$ cat src/rtl/extint_pkg.sv
package extint_pkg;

  // Word indices (byte offset / 4) of the register file.
  localparam int W_IMASK  = 0;
  localparam int W_EMASK  = 1;
  localparam int W_RISE   = 2;
  localparam int W_FALL   = 3;
  localparam int W_SWTRIG = 4;
  localparam int W_PEND   = 5;
  localparam int W_SRC0   = 6;

  // Four source codes share each source-select word.
  localparam int SRC_LANES = 4;
  localparam int SRC_LANE_W = 4;

  // Which request output a line is folded onto.
  function automatic int irq_slot(input int line, input int solo, input int mid_last);
    if (line < solo) return line;
    else if (line <= mid_last) return solo;
    else return solo + 1;
  endfunction

  // Word index holding the source code of a line.
  function automatic int src_word(input int line);
    return W_SRC0 + line / SRC_LANES;
  endfunction

  // Bit offset of the source code inside its word.
  function automatic int src_shift(input int line);
    return (line % SRC_LANES) * SRC_LANE_W;
  endfunction

  // Qualified edge from the current and previous synchronised samples.
  function automatic logic edge_qualify(input logic cur, input logic prev,
                                        input logic rise_en, input logic fall_en);
    return (cur & ~prev & rise_en) | (~cur & prev & fall_en);
  endfunction

endpackage

$ cat src/rtl/extint_regs.sv
module extint_regs
  import extint_pkg::*;
#(
  parameter int NUM_LINES = 16,
  parameter int SEL_W     = 4,
  parameter int ADDR_W    = 8,
  parameter int DATA_W    = 32
) (
  input  logic                       clk,
  input  logic                       rst_n,
  input  logic [ADDR_W-1:0]          bus_addr,
  input  logic [DATA_W-1:0]          bus_wdata,
  input  logic                       bus_we,
  output logic [DATA_W-1:0]          bus_rdata,
  input  logic [NUM_LINES-1:0]       pend_i,
  output logic [NUM_LINES-1:0]       imask_o,
  output logic [NUM_LINES-1:0]       emask_o,
  output logic [NUM_LINES-1:0]       rise_en_o,
  output logic [NUM_LINES-1:0]       fall_en_o,
  output logic [NUM_LINES-1:0]       sw_set_o,
  output logic [NUM_LINES-1:0]       pend_clr_o,
  output logic [NUM_LINES*SEL_W-1:0] src_sel_o
);

  int word;
  always_comb word = 32'(bus_addr[ADDR_W-1:2]);

  logic [NUM_LINES-1:0] imask_q, emask_q, rise_q, fall_q, sw_q;
  logic [SEL_W-1:0]     src_q [NUM_LINES];
  logic [NUM_LINES-1:0] wlow;

  assign wlow = bus_wdata[NUM_LINES-1:0];

  logic unused_bits;
  assign unused_bits = ^{bus_wdata[DATA_W-1:NUM_LINES], bus_addr[1:0]};

  assign sw_set_o   = (bus_we && word == W_SWTRIG) ? wlow : '0;
  assign pend_clr_o = (bus_we && word == W_PEND)   ? wlow : '0;

  always_ff @(posedge clk or negedge rst_n) begin
    if (!rst_n) begin
      imask_q <= '0;
      emask_q <= '0;
      rise_q  <= '0;
      fall_q  <= '0;
      sw_q    <= '0;
    end else begin
      if (bus_we && word == W_IMASK) imask_q <= wlow;
      if (bus_we && word == W_EMASK) emask_q <= wlow;
      if (bus_we && word == W_RISE)  rise_q  <= wlow;
      if (bus_we && word == W_FALL)  fall_q  <= wlow;
      sw_q <= (sw_q | sw_set_o) & ~pend_clr_o;
    end
  end

  always_ff @(posedge clk or negedge rst_n) begin
    if (!rst_n) begin
      for (int n = 0; n < NUM_LINES; n++) src_q[n] <= '0;
    end else begin
      for (int n = 0; n < NUM_LINES; n++)
        if (bus_we && word == src_word(n))
          src_q[n] <= bus_wdata[src_shift(n) +: SEL_W];
    end
  end

  for (genvar n = 0; n < NUM_LINES; n++) begin : g_src
    assign src_sel_o[n*SEL_W +: SEL_W] = src_q[n];
  end

  always_comb begin
    bus_rdata = '0;
    case (word)
      W_IMASK:  bus_rdata[NUM_LINES-1:0] = imask_q;
      W_EMASK:  bus_rdata[NUM_LINES-1:0] = emask_q;
      W_RISE:   bus_rdata[NUM_LINES-1:0] = rise_q;
      W_FALL:   bus_rdata[NUM_LINES-1:0] = fall_q;
      W_SWTRIG: bus_rdata[NUM_LINES-1:0] = sw_q;
      W_PEND:   bus_rdata[NUM_LINES-1:0] = pend_i;
      default: begin
        for (int n = 0; n < NUM_LINES; n++)
          if (word == src_word(n)) bus_rdata[src_shift(n) +: SEL_W] = src_q[n];
      end
    endcase
  end

  assign imask_o   = imask_q;
  assign emask_o   = emask_q;
  assign rise_en_o = rise_q;
  assign fall_en_o = fall_q;

endmodule

$ cat src/rtl/extint_line.sv
module extint_line
  import extint_pkg::*;
#(
  parameter int NUM_PORTS = 7,
  parameter int SEL_W     = 4
) (
  input  logic                 clk,
  input  logic                 rst_n,
  input  logic [NUM_PORTS-1:0] pins_i,
  input  logic [SEL_W-1:0]     sel_i,
  input  logic                 rise_en_i,
  input  logic                 fall_en_i,
  input  logic                 sw_set_i,
  input  logic                 clr_i,
  output logic                 hit_o,
  output logic                 pend_o
);

  // Port select; codes past the last port give a constant 0.
  logic src;
  always_comb begin
    src = 1'b0;
    for (int p = 0; p < NUM_PORTS; p++)
      if (sel_i == SEL_W'(p)) src = pins_i[p];
  end

  // meta -> synced -> previous
  logic meta_q, sync_q, prev_q;
  always_ff @(posedge clk or negedge rst_n) begin
    if (!rst_n) begin
      meta_q <= 1'b0;
      sync_q <= 1'b0;
      prev_q <= 1'b0;
    end else begin
      meta_q <= src;
      sync_q <= meta_q;
      prev_q <= sync_q;
    end
  end

  assign hit_o = edge_qualify(sync_q, prev_q, rise_en_i, fall_en_i);

  // Setting takes priority over a clearing write in the same cycle.
  always_ff @(posedge clk or negedge rst_n) begin
    if (!rst_n)                  pend_o <= 1'b0;
    else if (hit_o || sw_set_i)  pend_o <= 1'b1;
    else if (clr_i)              pend_o <= 1'b0;
  end

endmodule

$ cat src/rtl/extint_irq_map.sv
module extint_irq_map
  import extint_pkg::*;
#(
  parameter int NUM_LINES  = 16,
  parameter int SOLO_LINES = 5,
  parameter int MID_LAST   = 9,
  parameter int NUM_IRQ    = SOLO_LINES + 2
) (
  input  logic [NUM_LINES-1:0] req_i,
  output logic [NUM_IRQ-1:0]   irq_o
);

  for (genvar k = 0; k < NUM_IRQ; k++) begin : g_out
    logic acc;
    always_comb begin
      acc = 1'b0;
      for (int l = 0; l < NUM_LINES; l++)
        if (irq_slot(l, SOLO_LINES, MID_LAST) == k) acc = acc | req_i[l];
    end
    assign irq_o[k] = acc;
  end

endmodule

$ cat src/rtl/extint_ctrl.sv
module extint_ctrl
  import extint_pkg::*;
#(
  parameter int NUM_LINES  = 16,
  parameter int NUM_PORTS  = 7,
  parameter int SEL_W      = 4,
  parameter int ADDR_W     = 8,
  parameter int DATA_W     = 32,
  parameter int SOLO_LINES = 5,
  parameter int MID_LAST   = 9
) (
  input  logic                           clk,
  input  logic                           rst_n,
  input  logic [ADDR_W-1:0]              bus_addr,
  input  logic [DATA_W-1:0]              bus_wdata,
  input  logic                           bus_we,
  output logic [DATA_W-1:0]              bus_rdata,
  input  logic [NUM_PORTS*NUM_LINES-1:0] port_pins,
  output logic [SOLO_LINES+1:0]          irq_out,
  output logic [NUM_LINES-1:0]           evt_out
);

  localparam int NUM_IRQ = SOLO_LINES + 2;

  // Named internal events, visible to the bound checker.
  logic [NUM_LINES-1:0]       imask_q, emask_q, rise_en, fall_en;
  logic [NUM_LINES-1:0]       sw_set, clr_vec, hit_vec, set_vec, pend_q;
  logic [NUM_LINES*SEL_W-1:0] src_sel;

  extint_regs #(
    .NUM_LINES(NUM_LINES), .SEL_W(SEL_W), .ADDR_W(ADDR_W), .DATA_W(DATA_W)
  ) u_regs (
    .clk(clk), .rst_n(rst_n),
    .bus_addr(bus_addr), .bus_wdata(bus_wdata), .bus_we(bus_we),
    .bus_rdata(bus_rdata), .pend_i(pend_q),
    .imask_o(imask_q), .emask_o(emask_q),
    .rise_en_o(rise_en), .fall_en_o(fall_en),
    .sw_set_o(sw_set), .pend_clr_o(clr_vec), .src_sel_o(src_sel)
  );

  for (genvar n = 0; n < NUM_LINES; n++) begin : g_line
    logic [NUM_PORTS-1:0] pins_n;
    for (genvar p = 0; p < NUM_PORTS; p++) begin : g_pin
      assign pins_n[p] = port_pins[p*NUM_LINES + n];
    end
    extint_line #(.NUM_PORTS(NUM_PORTS), .SEL_W(SEL_W)) u_line (
      .clk(clk), .rst_n(rst_n), .pins_i(pins_n),
      .sel_i(src_sel[n*SEL_W +: SEL_W]),
      .rise_en_i(rise_en[n]), .fall_en_i(fall_en[n]),
      .sw_set_i(sw_set[n]), .clr_i(clr_vec[n]),
      .hit_o(hit_vec[n]), .pend_o(pend_q[n])
    );
  end

  assign set_vec = hit_vec | sw_set;
  assign evt_out = hit_vec & emask_q;

  extint_irq_map #(
    .NUM_LINES(NUM_LINES), .SOLO_LINES(SOLO_LINES),
    .MID_LAST(MID_LAST), .NUM_IRQ(NUM_IRQ)
  ) u_map (
    .req_i(pend_q & imask_q),
    .irq_o(irq_out)
  );

endmodule

$ cat config.mk
export PLATFORM = sky130hd
export DESIGN_NAME = extint_ctrl
export DESIGN_NICKNAME = d
export VERILOG_FILES = /design/src/rtl/extint_pkg.sv /design/src/rtl/extint_regs.sv /design/src/rtl/extint_line.sv /design/src/rtl/extint_irq_map.sv /design/src/rtl/extint_ctrl.sv
export SDC_FILE = /design/constraint.sdc
export NUM_CORES = 1
export LEC_CHECK = 0
export BUFFER_PORTS_ARGS = -buffer_cell sky130_fd_sc_hd__buf_4
export CAP_MARGIN = 30
export CORE_ASPECT_RATIO = 1.75
export CORE_MARGIN = 10
export CORE_UTILIZATION = 45
export DETAILED_ROUTE_END_ITERATION = 6
export GPL_TIMING_DRIVEN = 0
export PLACE_DENSITY = 0.67
export SLEW_MARGIN = 20
export SYNTH_ARGS = -nofsm -noshare
export SYNTH_HDL_FRONTEND = slang
export SYNTH_HIERARCHICAL = 1
export SYNTH_SLANG_ARGS = --single-unit
$ cat constraint.sdc
create_clock -name clk -period 3 [get_ports clk]
set_input_delay 0.45 -clock clk [delete_from_list [all_inputs] [get_ports clk]]
set_output_delay 0.45 -clock clk [all_outputs]
set_load 0.02 [all_outputs]
==> impl_metrics.env <==
export IMPL_cts_tree="done"
export IMPL_synth_area_leader_cell="dfrtp_1"
export IMPL_grt_overflow=0
export IMPL_viasPerCell=5.81
export IMPL_finClkSkew_ps=7.64
export IMPL_tightest_slew_ps=862
export IMPL_die_area_um2=29900
export IMPL_grt_pass1_wl_um=49600
export IMPL_firstDrtPassIters=6
export IMPL_vias=7975
export IMPL_dp_hpwl_um=25000
export IMPL_htreeDepth=1
export IMPL_end_kind="output port"
export IMPL_cp_arrival_ps=2520
export IMPL_slew_headroom_pct=42.5
export IMPL_initial_core_util_pct=45.9
export IMPL_fin_crit_sh_pct=98.9
export IMPL_clkTransAtPathRegs_ps=60
export IMPL_gp_congestion=0.889
export IMPL_numCtsBuffers=20
export IMPL_drv_slew=0
export IMPL_fp_dieH_um=221
export IMPL_whs_ps=294
export IMPL_yosysTopAreaCellShare_pct=49.9
export IMPL_wl_per_cell_um=24.1
export IMPL_first_global_vias=8489
export IMPL_avgSynthCellArea_um2=12.3
export IMPL_max_freq_mhz=337
export IMPL_core_area_um2=22700
export IMPL_finalNetCount=1215
export IMPL_synth_area_top_cells="dfrtp_1 (50%), mux2_2 (14%), mux4_2 (3.9%)"
export IMPL_critPathMaxFanout=7
export IMPL_layout_drive_gt1_share_pct=39.9
export IMPL_track_usage_pct=21.5
export IMPL_clk_path_buf_depth=3
export IMPL_max_vdd_ir_drop_v=0.000360
export IMPL_setup_violations=0
export IMPL_insertion_delay_ps=500
export IMPL_rr_startpoint="u_regs/src_sel_o[48]"
export IMPL_final_util_pct=57.2
export IMPL_ys_types=49
export IMPL_io_buffers=172
export IMPL_setup_worst_path_class="primary input to output port"
export IMPL_ant_nets=0
export IMPL_num_io_pins=210
export IMPL_grt_max_degree=90
export IMPL_critPathLaunch="bus_addr[7]"
export IMPL_initialDrtViolationCount=658
export IMPL_synthCells=846
export IMPL_ys_seq_area_share_pct=49.9
export IMPL_fin_cells=1373
export IMPL_die_w_um=135
export IMPL_clockRootBuffer="clkbuf_16"
export IMPL_worstHoldPathType="primary input to flop"
export IMPL_placed_cells=1336
export IMPL_synth_area_um2=10400
export IMPL_p_leak_nw=6.25
export IMPL_synth_seq_cells=208
export IMPL_cts_sinks=208
export IMPL_route_detailed_drc=0
export IMPL_syn_to_final_growth_pct=24.7
export IMPL_critPathLaunchType="primary input"
export IMPL_setup_tns_ps=0
export IMPL_power_density_nw_per_um2=606
export IMPL_n_antenna_cell=0
export IMPL_hold_viol_final=0
export IMPL_cp_required_ps=2550
export IMPL_finalCriticalPeriod_ps=2970
export IMPL_hold_path_startpoint="bus_wdata[13]"
export IMPL_finalWirelength_um=33100
export IMPL_status="complete, no violations"
export IMPL_drv_cap=0
export IMPL_rows=73
export IMPL_yosysWarnings=6
export IMPL_antenna_found_initial=0
-- cell usage in the layout, fill, tap and decap left out, drive strengths merged, types with 2 or more instances in the layout --
cell,instances
nand4b,2
conb,16
clkbuf,67
a32oi,8
clkinv,3
nand2,22
a2bb2oi,16
mux2i,26
and3,21
buf,217
o21ai,30
o211ai,4
dfrtp,208
nor3b,3
nor3,19
a21o,4
mux2,146
o31ai,12
nor2,33
bufinv,3
o21a,12
a222oi,12
inv,16
a221oi,16
and2,50
nand3,13
nand3b,32
a211o,16
o211a,16
nor4,2
and3b,2
mux4,18
-- state kept, by name (all words and copies together), names as in the netlist --
register              cells
g_line.u_line/meta_q     16
g_line.u_line/pend_o     16
g_line.u_line/prev_q     16
g_line.u_line/sync_q     16
u_regs/emask_o           16
u_regs/fall_en_o         16
u_regs/imask_o           16
u_regs/rise_en_o         16
u_regs/src_sel_o         64
u_regs/sw_q              16
-- Yosys cell counts (all sizes together) --
cell     count
o31ai       12
nor4         2
a222oi      12
a221oi      16
nand2       22
nand3b      32
o211a       16
nor3        19
mux2i       26
and2        50
a211o       16
nor2b        1
nand4b       2
a2bb2oi     16
buf         41
nor3b        3
conb         1
o21a        12
or4b         1
mux4        18
clkbuf      39
mux2       146
nand3       13
nor2        33
and3        21
dfrtp      208
nor4b        1
a2111o       1
inv         16
o211ai       4
nand4        1
and3b        2
and4b        1
a21o         4
a32oi        8
o21ai       30
-- stage by stage --
step	power, mW	worst slack, ps	area, µm²
floorplan	4.54	182	10500
global placement	5.13	-795	12200
detailed placement	5.18	-784	12200
CTS	7.92	-37.2	13000
global route	8.21	-10.1	13000
finish	7.87	34.3	13000
-- power breakdown --
group / switching (mW) / total [mW] / leakage (nW) / internal (mW)
Clock: 1.08 / 2.73 / 0.351 / 1.66
Sequential: 0.454 / 3.78 / 2.64 / 3.33
Combinational: 0.573 / 1.36 / 3.26 / 0.784
Total: 2.10 / 7.87 / 6.25 / 5.77
-- metal layers --
metal | track usage (%) | up-vias | wire length (µm)
met5 | 0 | - | 0
met4 | 9.67 | 0 | 1370
met3 | 3.49 | 74 | 2070
met2 | 38.8 | 315 | 17700
met1 | 23.8 | 4035 | 11900
li1 | - | 3551 | -
-- repair_timing --
item / CTS / global route
pin swaps: 1 / 2
hold buffers: 1 / 0
gates resized for setup: 15 / 11
setup buffers: 1 / 0
hold endpoints to repair: 44 / 0
setup endpoints to repair: 16 / 7
-- critical path, cell delays in order --
cell and delay, ps:
buf_4 130, or4b_1 500, buf_2 210, nor3b_4 260, buf_4 210, a221oi_1 130
o31ai_1 380, buf_4 230
-- kinds of logic (layout without fill, tap and decap cells) --
| group | after synthesis | in the layout | share of synthesized area [%] |
|---|---|---|---|
| AND/OR/NAND/NOR | 204 | 204 | 11.6 |
| buffers and inverters | 96 | 308 | 4.66 |
| multiplexers | 190 | 190 | 22.5 |
| AO/OA/AOI/OAI | 147 | 147 | 11.2 |
| other | 1 | 16 | 0.0360 |
| flip-flops | 208 | 208 | 49.9 |
-- worst paths after layout --
| kind | endpoint | slack [ps] | cells after the start |
|---|---|---|---|
| worst max register to register | g_line[12].u_line/meta_q | 1560 | 3 |
| min in group asynchronous | g_line[7].u_line/sync_q | 440 | 2 |
| max in group asynchronous | g_line[2].u_line/pend_o | 1790 | 3 |
| worst min-delay path | g_line[13].u_line/pend_o | 290 | 3 |
| worst min register to register | g_line[9].u_line/sync_q | 340 | 0 |
| worst max-delay path | bus_rdata[2] | 30 | 8 |
-- cell type report --
class                      instances  area, µm²
buffer                            80        464
clock inverter                     7        113
clock buffer                      28        602
tap                              300        375
sequential                       208       5200
fill                            1926       9740
timing repair buffer             177       1380
inverter                          16       60.1
multi-input combinational        557       4810
Note: power is estimated with default switching activity, not from simulation.
